===== config.mk =====
export PLATFORM = sky130hd
export DESIGN_NAME = sram_bank_array
export DESIGN_NICKNAME = d
export VERILOG_FILES = /design/src/rtl/sbk_pkg.sv /design/src/rtl/sbk_decoder.sv /design/src/rtl/sbk_bank.sv /design/src/rtl/sbk_ctrl.sv /design/src/rtl/sbk_datapath.sv /design/src/rtl/sram_bank_array.sv
export SDC_FILE = /design/constraint.sdc
export NUM_CORES = 1
export LEC_CHECK = 0
export ABC_AREA = 1
export BUFFER_PORTS_ARGS = -buffer_cell sky130_fd_sc_hd__buf_2
export CAP_MARGIN = 10
export CORE_UTILIZATION = 28
export CTS_CLUSTER_DIAMETER = 50
export CTS_CLUSTER_SIZE = 8
export DETAILED_ROUTE_END_ITERATION = 10
export HOLD_SLACK_MARGIN = 0.12
export SETUP_SLACK_MARGIN = 0.02
export SLEW_MARGIN = 20
export SYNTH_ARGS = -nofsm -noshare
export SYNTH_HDL_FRONTEND = slang
export SYNTH_HIERARCHICAL = 1
export SYNTH_SLANG_ARGS = --single-unit

===== constraint.sdc =====
create_clock -name clk -period 3.8 [get_ports clk]
set_clock_uncertainty 0.05 [all_clocks]
set_input_delay 0.38 -clock clk [delete_from_list [all_inputs] [get_ports clk]]
set_output_delay 0.38 -clock clk [all_outputs]
set_load 0.1 [all_outputs]

===== src/rtl/sbk_pkg.sv =====
package sbk_pkg;

  // Strobes handed from the pin-control logic to the datapath.
  typedef struct packed {
    logic sel;     // module selected: bank decoder may enable a bank
    logic latch;   // write overlap present: hold address and byte
    logic commit;  // overlap just closed: store the held byte
    logic drive;   // read conditions met: put the byte on the bus
  } sbkStrobe_t;

  localparam sbkStrobe_t STROBE_IDLE = '{sel: 1'b0, latch: 1'b0, commit: 1'b0, drive: 1'b0};

endpackage


===== src/rtl/sbk_decoder.sv =====
module sbk_decoder #(
  parameter int N  = 4,
  parameter int IW = 2
) (
  input  logic          en,
  input  logic [IW-1:0] idx,
  output logic [N-1:0]  hot
);

  genvar gi;
  generate
    for (gi = 0; gi < N; gi++) begin : g_line
      assign hot[gi] = en && (idx == IW'(gi));
    end
  endgenerate

endmodule


===== src/rtl/sbk_bank.sv =====
module sbk_bank #(
  parameter int DEPTH  = 16,
  parameter int WIDTH  = 8,
  parameter int WORD_W = 4
) (
  input  logic              clk,
  input  logic              wrEn,
  input  logic [WORD_W-1:0] wrWord,
  input  logic [WIDTH-1:0]  wrData,
  input  logic [WORD_W-1:0] rdWord,
  output logic [WIDTH-1:0]  rdData
);

  logic [WIDTH-1:0] cells [DEPTH];

  always_ff @(posedge clk) begin
    if (wrEn) begin
      cells[wrWord] <= wrData;
    end
  end

  assign rdData = cells[rdWord];

endmodule


===== src/rtl/sbk_ctrl.sv =====
module sbk_ctrl
  import sbk_pkg::*;
(
  input  logic       clk,
  input  logic       rstN,
  input  logic       msN,
  input  logic       oeN,
  input  logic       weN,
  output sbkStrobe_t strb
);

  logic overlapNow;
  logic wrOpenQ;

  assign overlapNow = !msN && !weN;

  always_ff @(posedge clk or negedge rstN) begin
    if (!rstN) begin
      wrOpenQ <= 1'b0;
    end else begin
      wrOpenQ <= overlapNow;
    end
  end

  always_comb begin
    strb        = STROBE_IDLE;
    strb.sel    = !msN;
    strb.latch  = overlapNow;
    strb.commit = wrOpenQ && !overlapNow && rstN;
    strb.drive  = !msN && !oeN && weN && rstN;
  end

  AST_COMMIT_SINGLE: assert property (@(posedge clk) disable iff (!rstN)
    strb.commit |=> !strb.commit);

  AST_NO_DRIVE_IN_WRITE: assert property (@(posedge clk) disable iff (!rstN)
    strb.latch |-> !strb.drive);

endmodule


===== src/rtl/sbk_datapath.sv =====
module sbk_datapath
  import sbk_pkg::*;
#(
  parameter int BANKS  = 4,
  parameter int DEPTH  = 16,
  parameter int WIDTH  = 8,
  parameter int WORD_W = 4,
  parameter int BSEL_W = 2,
  parameter int ADDR_W = 6
) (
  input  logic              clk,
  input  logic              rstN,
  input  sbkStrobe_t        strb,
  input  logic [ADDR_W-1:0] addr,
  input  logic [WIDTH-1:0]  dataIn,
  output logic [WIDTH-1:0]  dataOut,
  output logic              dataOe,
  output logic [BSEL_W:0]   activeBank
);

  logic [ADDR_W-1:0] wrAddrQ;
  logic [WIDTH-1:0]  wrDataQ;
  logic [BANKS-1:0]  bankEn;
  logic [BANKS-1:0]  bankWe;
  logic [WIDTH-1:0]  rdArr [BANKS];
  logic [WIDTH-1:0]  rdSel;

  // Address and byte of the open write, refreshed every overlap cycle.
  always_ff @(posedge clk or negedge rstN) begin
    if (!rstN) begin
      wrAddrQ <= '0;
      wrDataQ <= '0;
    end else if (strb.latch) begin
      wrAddrQ <= addr;
      wrDataQ <= dataIn;
    end
  end

  sbk_decoder #(.N(BANKS), .IW(BSEL_W)) rdDec_i (
    .en  (strb.sel),
    .idx (addr[ADDR_W-1:WORD_W]),
    .hot (bankEn)
  );

  sbk_decoder #(.N(BANKS), .IW(BSEL_W)) wrDec_i (
    .en  (strb.commit),
    .idx (wrAddrQ[ADDR_W-1:WORD_W]),
    .hot (bankWe)
  );

  genvar gb;
  generate
    for (gb = 0; gb < BANKS; gb++) begin : g_bank
      sbk_bank #(.DEPTH(DEPTH), .WIDTH(WIDTH), .WORD_W(WORD_W)) bank_i (
        .clk    (clk),
        .wrEn   (bankWe[gb]),
        .wrWord (wrAddrQ[WORD_W-1:0]),
        .wrData (wrDataQ),
        .rdWord (addr[WORD_W-1:0]),
        .rdData (rdArr[gb])
      );
    end
  endgenerate

  // Idle banks contribute nothing to the read path.
  always_comb begin
    rdSel = '0;
    for (int i = 0; i < BANKS; i++) begin
      if (bankEn[i]) begin
        rdSel = rdSel | rdArr[i];
      end
    end
  end

  assign dataOe     = strb.drive;
  assign dataOut    = strb.drive ? rdSel : '0;
  assign activeBank = strb.sel ? {1'b0, addr[ADDR_W-1:WORD_W]} : '1;

  AST_ONE_BANK: assert property (@(posedge clk) disable iff (!rstN)
    $onehot0(bankEn));

  AST_IDLE_NO_BANK: assert property (@(posedge clk) disable iff (!rstN)
    !strb.sel |-> (bankEn == '0));

  AST_ONE_WRITE_BANK: assert property (@(posedge clk) disable iff (!rstN)
    $onehot0(bankWe));

endmodule


===== src/rtl/sram_bank_array.sv =====
module sram_bank_array
  import sbk_pkg::*;
#(
  parameter int BANKS = 4,
  parameter int DEPTH = 16,
  parameter int WIDTH = 8,
  localparam int WORD_W = $clog2(DEPTH),
  localparam int BSEL_W = (BANKS > 1) ? $clog2(BANKS) : 1,
  localparam int ADDR_W = WORD_W + BSEL_W
) (
  input  logic              clk,
  input  logic              rstN,
  input  logic [ADDR_W-1:0] addr,
  input  logic              msN,
  input  logic              oeN,
  input  logic              weN,
  input  logic [WIDTH-1:0]  dataIn,
  output logic [WIDTH-1:0]  dataOut,
  output logic              dataOe,
  output logic [BSEL_W:0]   activeBank
);

  sbkStrobe_t strb;

  sbk_ctrl ctrl_i (
    .clk  (clk),
    .rstN (rstN),
    .msN  (msN),
    .oeN  (oeN),
    .weN  (weN),
    .strb (strb)
  );

  sbk_datapath #(
    .BANKS(BANKS), .DEPTH(DEPTH), .WIDTH(WIDTH),
    .WORD_W(WORD_W), .BSEL_W(BSEL_W), .ADDR_W(ADDR_W)
  ) dp_i (
    .clk        (clk),
    .rstN       (rstN),
    .strb       (strb),
    .addr       (addr),
    .dataIn     (dataIn),
    .dataOut    (dataOut),
    .dataOe     (dataOe),
    .activeBank (activeBank)
  );

  AST_COMMIT_AFTER_OVERLAP: assert property (@(posedge clk) disable iff (!rstN)
    strb.commit |-> ($past(!msN && !weN) && (msN || weN)));

  AST_BUS_OFF_WRITE: assert property (@(posedge clk) disable iff (!rstN)
    !weN |-> !dataOe);

  AST_BUS_OFF_DESEL: assert property (@(posedge clk) disable iff (!rstN)
    msN |-> (!dataOe && dataOut == '0));

  AST_IDLE_CODE: assert property (@(posedge clk) disable iff (!rstN)
    msN |-> (activeBank == '1));

endmodule


**Yosys cells after proc, flatten, opt, wreduce, memory -nomap -nowiden**

Memories as Yosys holds them, arrays and structs flattened.
Cells that the tools add are included.

- Bitwise operators: 3
- Reductions and logical operators: 20
- Div/mod/pow operators: 0
- $lt $le $gt $ge: 0
- Equality and inequality tests: 6
- Multiplexer cells: 14
- Shift operators: 0
- $add $sub $neg: 0
- $mul: 0

Operators with widths:

| kind | count |
|---|---|
| 2-to-1 mux 8 bit | 5 |
| bitwise OR 8 bit | 3 |
| logical AND 1 bit | 14 |
| == test 2 bit (second input constant) | 4 |
| 2-to-1 mux 1 bit | 8 |
| == test 2 x 1 -> 1 bit (second input constant) | 2 |
| zero test 1 bit | 4 |
| zero test 2 bit | 2 |
| 2-to-1 mux 3 bit | 1 |

- Bits of input ports: 19
- Memory bits (read-only): 0
- Register bits after elaboration: 15
- Memories kept: 4
- RAM bits: 512
- Bits in latches: 0
- Word-level logic and storage cells: 50

Memories:

| name | words | bits a word | read ports | clocked after Yosys merged registers in | wr ports | line | RTL |
|---|---|---|---|---|---|---|---|
| dp_i.g_bank[0].bank_i.cells | 16 | 8 | 1 | 0 | 1 | sbk_bank.sv:14 | `logic [WIDTH-1:0] cells [DEPTH];` |
| dp_i.g_bank[1].bank_i.cells | 16 | 8 | 1 | 0 | 1 | sbk_bank.sv:14 |  |
| dp_i.g_bank[2].bank_i.cells | 16 | 8 | 1 | 0 | 1 | sbk_bank.sv:14 |  |
| dp_i.g_bank[3].bank_i.cells | 16 | 8 | 1 | 0 | 1 | sbk_bank.sv:14 |  |

**Logic depth before layout (Yosys ltp)**

Gate-level depths: netlist (run 1).

- Word-level depth: 10
- Depth in mapped cells: 12

**Cells and area by module**

Netlist (run 1), hierarchy kept.

By module, submodules not included:

| module | area an instance (sq um) | sequential area each (sq um) | instances | cells each |
|---|---|---|---|---|
| sbk_bank | 5606.6 | 3843.7 | 4 | 543 |
| sbk_datapath | 889.6 | 350.3 | 1 | 132 |
| sbk_ctrl | 70.1 | 25.0 | 1 | 10 |
| sbk_decoder | 30.0 | 0.0 | 2 | 8 |

**Least setup slack after synthesis (run 1)**

OpenSTA, ideal clock, no wires.

- Kind: input -> output
- Start point: input port addr[1]
- End point: output port dataOut[5]
- Data required time: 3370 ps
- Data arrival time: 2431 ps
- Stages on the path: 11
- Path slack: 939 ps
- Cells stage by stage: buf_2 > inv_2 > buf_2 > nand3_1 > nand3_1 > nand3_1 > nand2_1 > nand2_1 > nand2_1 > nor2_1 > nor2_1

RTL lines:

| what | line | RTL |
|---|---|---|
| start: declaration | sram_bank_array.sv:13 | `input logic [ADDR_W-1:0] addr,` |
| end: declaration | sram_bank_array.sv:18 | `output logic [WIDTH-1:0] dataOut,` |

==> results.yml, run 1 <==
status:
  outcome: "finished clean"
timing:
  final-setup-viol-count: 0
  post-route-period-util_pct: 82.3
  hold_violations: 0
  setup-tns-final_ns: 0
  rsz0062_at_grt: "false"
  slew_viol_final: 0
  fmax_mhz: 320
  min_period_ns: 3.13
  relSlewSlack_pct: 28.9
  worst_pin_slew_ns: 1.07
global_routing:
  grtUsageTotal_pct: 13.9
  grt_pass1_vias: 14900
  overflow: 0
  antenna_found_initial: 3
  grt_pass1_wl_um: 90500
  grt_max_degree: 65
logic_synthesis:
  syn_avg_cell_area_um2: 10.1
  synthCells: 2330
  seq_area_frac_synth_pct: 67.2
  yosysTopAreaCellShare_pct: 65.6
  yosysWarnings: 6
  synthTopCellsByCount: "nand2_1, edfxtp_1, inv_1, nand3_1, nor2_1"
  ys_top_cells_by_area: "edfxtp_1, nand2_1, nand3_1, inv_1, dfrtp_1"
  yosys.area.top_type: "edfxtp_1"
  synth_edf_count: 512
  yosysMostFrequentCell: "nand2_1"
  syn-num-nets: 2349
  synthArstFlopShare_pct: 2.85
  syn_area_um2: 23400
  yosys_most_used_dff: "edfxtp_1"
  ys_ff_latch: 527
  synthDistinctLibCells: 20
cts:
  clk_pin_slew_ns: 0.05
  cts_tree: "yes"
  postCtsHoldBufs: 11
  post_cts_resized: 0
  cts_sinks: 527
  cts_htree_levels: 3
  cts_buffers: 76
  clkLatencyLatePin_ns: 0.60
  clk_path_buf_depth: 3
  cts-root-buf: "clkbuf_16"
  cts_setup_buffers: 0
setup_path:
  cp-end-kind: "output port"
  cp.required_ns: 3.37
  critical_path.top_delay_family: "buffers and inverters"
  cp_common_cell: "nand2_1"
  setup.worst_path.class: "input port to output port"
  start_kind: "input port"
  arrival_ns: 2.70
  crit_fanout: 55
  crit_buf_inv: 3
  critPathMaxStageDelay_ns: 0.60
  cp_slowest_cell: "buf_4"
  crit_chain: "clkbuf_8 -> buf_4 -> nand2_1 -> nand3_1 -> nand3_1 -> nand3_1 -> nand2_1 -> nand2_1 -> nand2_1 -> nor2_1 -> nor2_1 -> buf_12"
flow_run:
  max_cap_violations: 0
cells_and_area:
  final_nets: 2395
  layout-drive-gt1-share_pct: 7.32
  area_growth_pct: 14.6
route:
  antenna_left: 0
  route.detailed.drc: 0
  wl_per_cell_um: 16.8
  routed_via_density: 4.49
  vias: 15600
  drtIter0Drc: 1456
  firstDrtPassIters: 5
  totalWireLength_um: 58500
floorplanning:
  die_w_um: 291
  start_util_pct: 28.4
  io_pins: 31
  core_area_um2: 82500
  fp-row-count: 105
  die-area_um2: 84900
  die_h_um: 291
placement:
  dp_hpwl_um: 35100
  gp_congestion: 0.820
  portBuffers: 30
power:
  total_power_mw: 13.7
  irDropWorstVdd_v: 0.000403
  power_density_nw_per_um2: 510
  p_leak_nw: 11.3
worst_hold_path:
  worstHoldPathType: "input port to flip-flop"
-- layout make-up --
cell class                 instances  area (um^2)
antenna                            1         2.50
timing repair buffer              73          694
multi-input combinational       1268         5340
clock inverter                     6         87.6
sequential                       527        15800
tap                             1070         1340
fill                            8319        55600
clock buffer                     101         2050
inverter                         430         1610
-- worst min-delay path: stages --
cell and delay (ns):
buf_2 0.09, nor2_2 0.04, buf_4 0.25
-- worst paths after layout --
kind	slack, ns	endpoint	cells past startpoint	from
setup / recovery	0.67	dataOut[1]	12	addr[0]
hold / removal	0.24	ctrl_i/wrOpenQ	3	weN
setup reg to reg	1.20	dp_i/g_bank[2].bank_i/cells[15][5]	6	ctrl_i/wrOpenQ
hold reg to reg	0.50	dp_i/wrAddrQ[4]	2	dp_i/wrAddrQ[4]
max in group asynchronous	3.02	dp_i/wrDataQ[4]	3	rstN
min in group asynchronous	0.44	dp_i/wrDataQ[7]	3	rstN
-- routing by layer --
| metal | vias to the layer above | routed length, um | GRT usage, % | part of all wire (%) |
|---|---|---|---|---|
| li1 | 7542 | - | - | - |
| met1 | 7367 | 26700 | 20.1 | 46 |
| met2 | 593 | 25900 | 20.9 | 44 |
| met3 | 88 | 4600 | 2.48 | 7.9 |
| met4 | 2 | 1390 | 4.81 | 2.4 |
| met5 | - | 8 | 0 | 0.014 |
-- metrics by stage --
stage / area (um^2) / hold slack (ns) / util (%) / setup slack, ns / std cells
finish: 26900 / 0.238 / 32.6 / 0.671 / 3476
CTS: 26900 / 0.208 / 32.6 / 0.698 / 3475
floorplan: 23400 / 0.0344 / - / 0.939 / 2330
global placement: 24600 / 0.474 / 29.9 / 0.685 / 3357
detailed placement: 24600 / 0.490 / 29.9 / 0.702 / 3357
global route: 26900 / 0.255 / 32.6 / 0.461 / 3475
-- power breakdown --
part	total [mW]	internal (mW)	switching, mW	leakage, nW
Clock	6.12	3.78	2.34	1.04
Sequential	6.78	6.56	0.217	4.81
Combinational	0.813	0.211	0.601	5.45
Total	13.7	10.6	3.16	11.3
-- layout by cell type, fill, tap and decap left out, drive strengths merged --
| cell type | netlist | routed |
|---|---|---|
| nor2 | 96 | 96 |
| clkbuf | 0 | 102 |
| dlygate4sd3 | 0 | 11 |
| edfxtp | 512 | 512 |
| o21ai | 13 | 13 |
| nand3b | 8 | 8 |
| diode | 0 | 1 |
| buf | 105 | 61 |
| nand2 | 761 | 761 |
| clkinv | 0 | 2 |
| dfrtp | 15 | 15 |
| inv | 430 | 433 |
| a21oi | 1 | 1 |
| or2 | 1 | 1 |
| bufinv | 0 | 1 |
| nand3 | 388 | 388 |
-- kinds of logic (layout without fill, tap and decap cells) --
family	count (synthesis)	count (layout)	synth area share [%]
flip-flops	527	527	67.2
buffers and inverters	535	610	10.1
AND/OR/NAND/NOR	1254	1254	22.3
AO/OA/AOI/OAI	14	14	0.427
other	0	1	0
-- state kept, by name (all words and copies together), names as in the netlist --
name / cells
dp_i/g_bank.bank_i/cells: 512
ctrl_i/wrOpenQ: 1
dp_i/wrDataQ: 8
dp_i/wrAddrQ: 6
No activity file was read; power rests on OpenSTA's default activity.
==> inputs of run 2 (changes only) <==
--- a/config.mk
+++ b/config.mk
@@ -5,7 +5,7 @@
 export SDC_FILE = /design/constraint.sdc
 export NUM_CORES = 1
 export LEC_CHECK = 0
-export ABC_AREA = 1
+export ABC_AREA = 0
 export BUFFER_PORTS_ARGS = -buffer_cell sky130_fd_sc_hd__buf_2
 export CAP_MARGIN = 10
 export CORE_UTILIZATION = 28
==> constraint.sdc (replaced) <==
create_clock -name clk -period 3.15 [get_ports clk]
set_clock_uncertainty 0.05 [all_clocks]
set_input_delay 0.315 -clock clk [delete_from_list [all_inputs] [get_ports clk]]
set_output_delay 0.315 -clock clk [all_outputs]
set_load 0.1 [all_outputs]
==> results.yml, run 2 <==
placement:
  gp_congestion: 0.771
  placedCellCount: 2015
  portBuffers: 30
  dp_hpwl_um: 29000
logic_synthesis:
  ys_ff_latch: 527
  yosys_most_used_dff: "edfxtp_1"
  syn-num-nets: 978
  synthCells: 959
  seq_area_frac_synth_pct: 75.6
  synthTopCellsByCount: "edfxtp_1, a22oi_1, mux4_2, mux4_1, nor2_1"
  ys_top_cells_by_area: "edfxtp_1, mux4_2, mux4_1, a22oi_1, dfrtp_1"
  syn_avg_cell_area_um2: 21.7
  synthArstFlopShare_pct: 2.85
  yosysWarnings: 6
  yosys.area.top_type: "edfxtp_1"
  synthDistinctLibCells: 29
  yosysMostFrequentCell: "edfxtp_1"
  yosysTopAreaCellShare_pct: 73.8
  synth_edf_count: 512
  syn_area_um2: 20800
setup_path:
  crit_fanout: 1
  reg2reg_slack_ns: 0.80
  cp-endpoint: "dataOut[3]"
  arrival_ns: 2.69
  startpoint: "dp_i/g_bank[2].bank_i/cells[9][3]"
  reg2reg_depth: 6
  start_kind: "flip-flop"
  setup.worst_path.class: "flip-flop to output port"
  rr_endpoint: "dp_i/g_bank[0].bank_i/cells[1][2]"
  cp-end-kind: "output port"
  cp.required_ns: 2.78
  reg2reg_from: "ctrl_i/wrOpenQ"
power:
  total_power_mw: 16.1
  power_density_nw_per_um2: 646
  p_leak_nw: 8.19
  irDropWorstVdd_v: 0.000566
cts:
  clk_path_buf_depth: 3
  clk_pin_slew_ns: 0.05
  cts_sinks: 527
  clkLatencyLatePin_ns: 0.58
  cts_htree_levels: 3
  cts_tree: "yes"
  cts_buffers: 76
  cts-root-buf: "clkbuf_16"
  cts_setup_buffers: 0
global_routing:
  grtUsageTotal_pct: 12.5
  antenna_found_initial: 2
  grt_pass1_vias: 10600
  grt_max_degree: 66
  overflow: 0
  grt_pass1_wl_um: 69700
route:
  wl_per_cell_um: 21.9
  totalWireLength_um: 46400
  met2_length_um: 22600
  m1WireLength_um: 19800
  firstDrtPassIters: 9
  drtIter0Drc: 926
  top_layer: "met4"
  routed_via_density: 4.81
  wl_met3_um: 2930
  vias: 10200
  route.detailed.drc: 2
  antenna_left: 0
timing:
  slew_viol_final: 0
  post-route-period-util_pct: 97.0
  rsz0062_at_grt: "false"
  final-setup-viol-count: 0
  setup-tns-final_ns: 0
  relSlewSlack_pct: 35.0
  fmax_mhz: 327
  worst_pin_slew_ns: 0.972
  hold_violations: 0
  min_period_ns: 3.06
  fin_hold_ws_ns: 0.182
floorplanning:
  die_w_um: 275
  fp-row-count: 99
  core_area_um2: 73300
  die-area_um2: 75500
  io_pins: 31
  start_util_pct: 28.4
  die_h_um: 275
status:
  violations: "DRC"
  outcome: "finished, violations left"
cells_and_area:
  fin_util_pct: 34.1
  largest-register: "dp_i/g_bank.bank_i/cells"
  reg.largest.list: "dp_i/g_bank.bank_i/cells x512, dp_i/wrDataQ x8, dp_i/wrAddrQ x6"
  stdcell_count: 2123
  final_nets: 1163
  layout-drive-gt1-share_pct: 28.5
  area_growth_pct: 20.0
  final_common_cell: "edfxtp_1"
  largest_register_ff_count: 512
  final_cell_mix: "edfxtp_1, buf_4, a22oi_1"
  num_antenna_cells: 0
worst_hold_path:
  worstHoldPathType: "input port to async pin"
flow_run:
  max_cap_violations: 0
## run 2: cell families (layout without fill, tap and decap cells)
family / after synthesis / in the layout / share of synthesized area, %
AO/OA/AOI/OAI: 89 / 89 / 3.22
multiplexers: 142 / 142 / 15.6
buffers and inverters: 49 / 254 / 1.90
flip-flops: 527 / 527 / 75.6
AND/OR/NAND/NOR: 152 / 152 / 3.65
## run 2: per-layer routing
layer  vias to the layer above  track usage (%)
met4                         0             3.79
li1                       4440                -
met1                      5386             16.7
met5                         -                0
met2                       325             20.6
met3                        70             2.38
## run 2: cell type report
class	count	area, um^2
Clock buffer	91	1960
Clock inverter	7	75.1
Fill cell	6882	48300
Inverter	2	7.51
Multi-Input combinational cell	383	4700
Sequential cell	527	15800
Tap cell	959	1200
Timing Repair Buffer	154	1280
## run 2: what timing repair did
action,CTS,global route
hold endpoints to repair,24,0
pin swaps,0,0
gates resized for setup,1,5
endpoints found under the setup margin,1,3
hold buffers,10,0
## run 2: worst min-delay path by stage
stage	from	to	slack, ns
after floorplan	rstN	ctrl_i/wrOpenQ	-0.03
after global placement	rstN	ctrl_i/wrOpenQ	0.23
after detailed placement	rstN	ctrl_i/wrOpenQ	0.24
after CTS	addr[5]	dp_i/wrAddrQ[5]	0.15
after global routing	addr[5]	dp_i/wrAddrQ[5]	0.17
final	rstN	ctrl_i/wrOpenQ	0.18
## run 2: worst max-delay path, cell delays in order, from the launching register on
cell,delay [ns]
edfxtp_1,0.35
mux4_1,0.54
a22oi_1,0.23
nand2_1,0.14
a22oi_1,0.35
a21boi_1,0.17
clkbuf_4,0.31
## run 2: stage by stage
stage	area (um^2)	setup WS, ns
finish	25000	0.0943
global route	25000	0.0231
CTS	25000	0.0405
detailed placement	22800	0.0946
global placement	22800	0.0633
floorplan	20800	0.167
## run 2: power breakdown
group          internal (mW)  leakage (nW)  switching, mW
clock                   4.32         0.990           2.74
sequential              7.97          4.77          0.225
combinational          0.330          2.43          0.552
total                   12.6          8.19           3.52
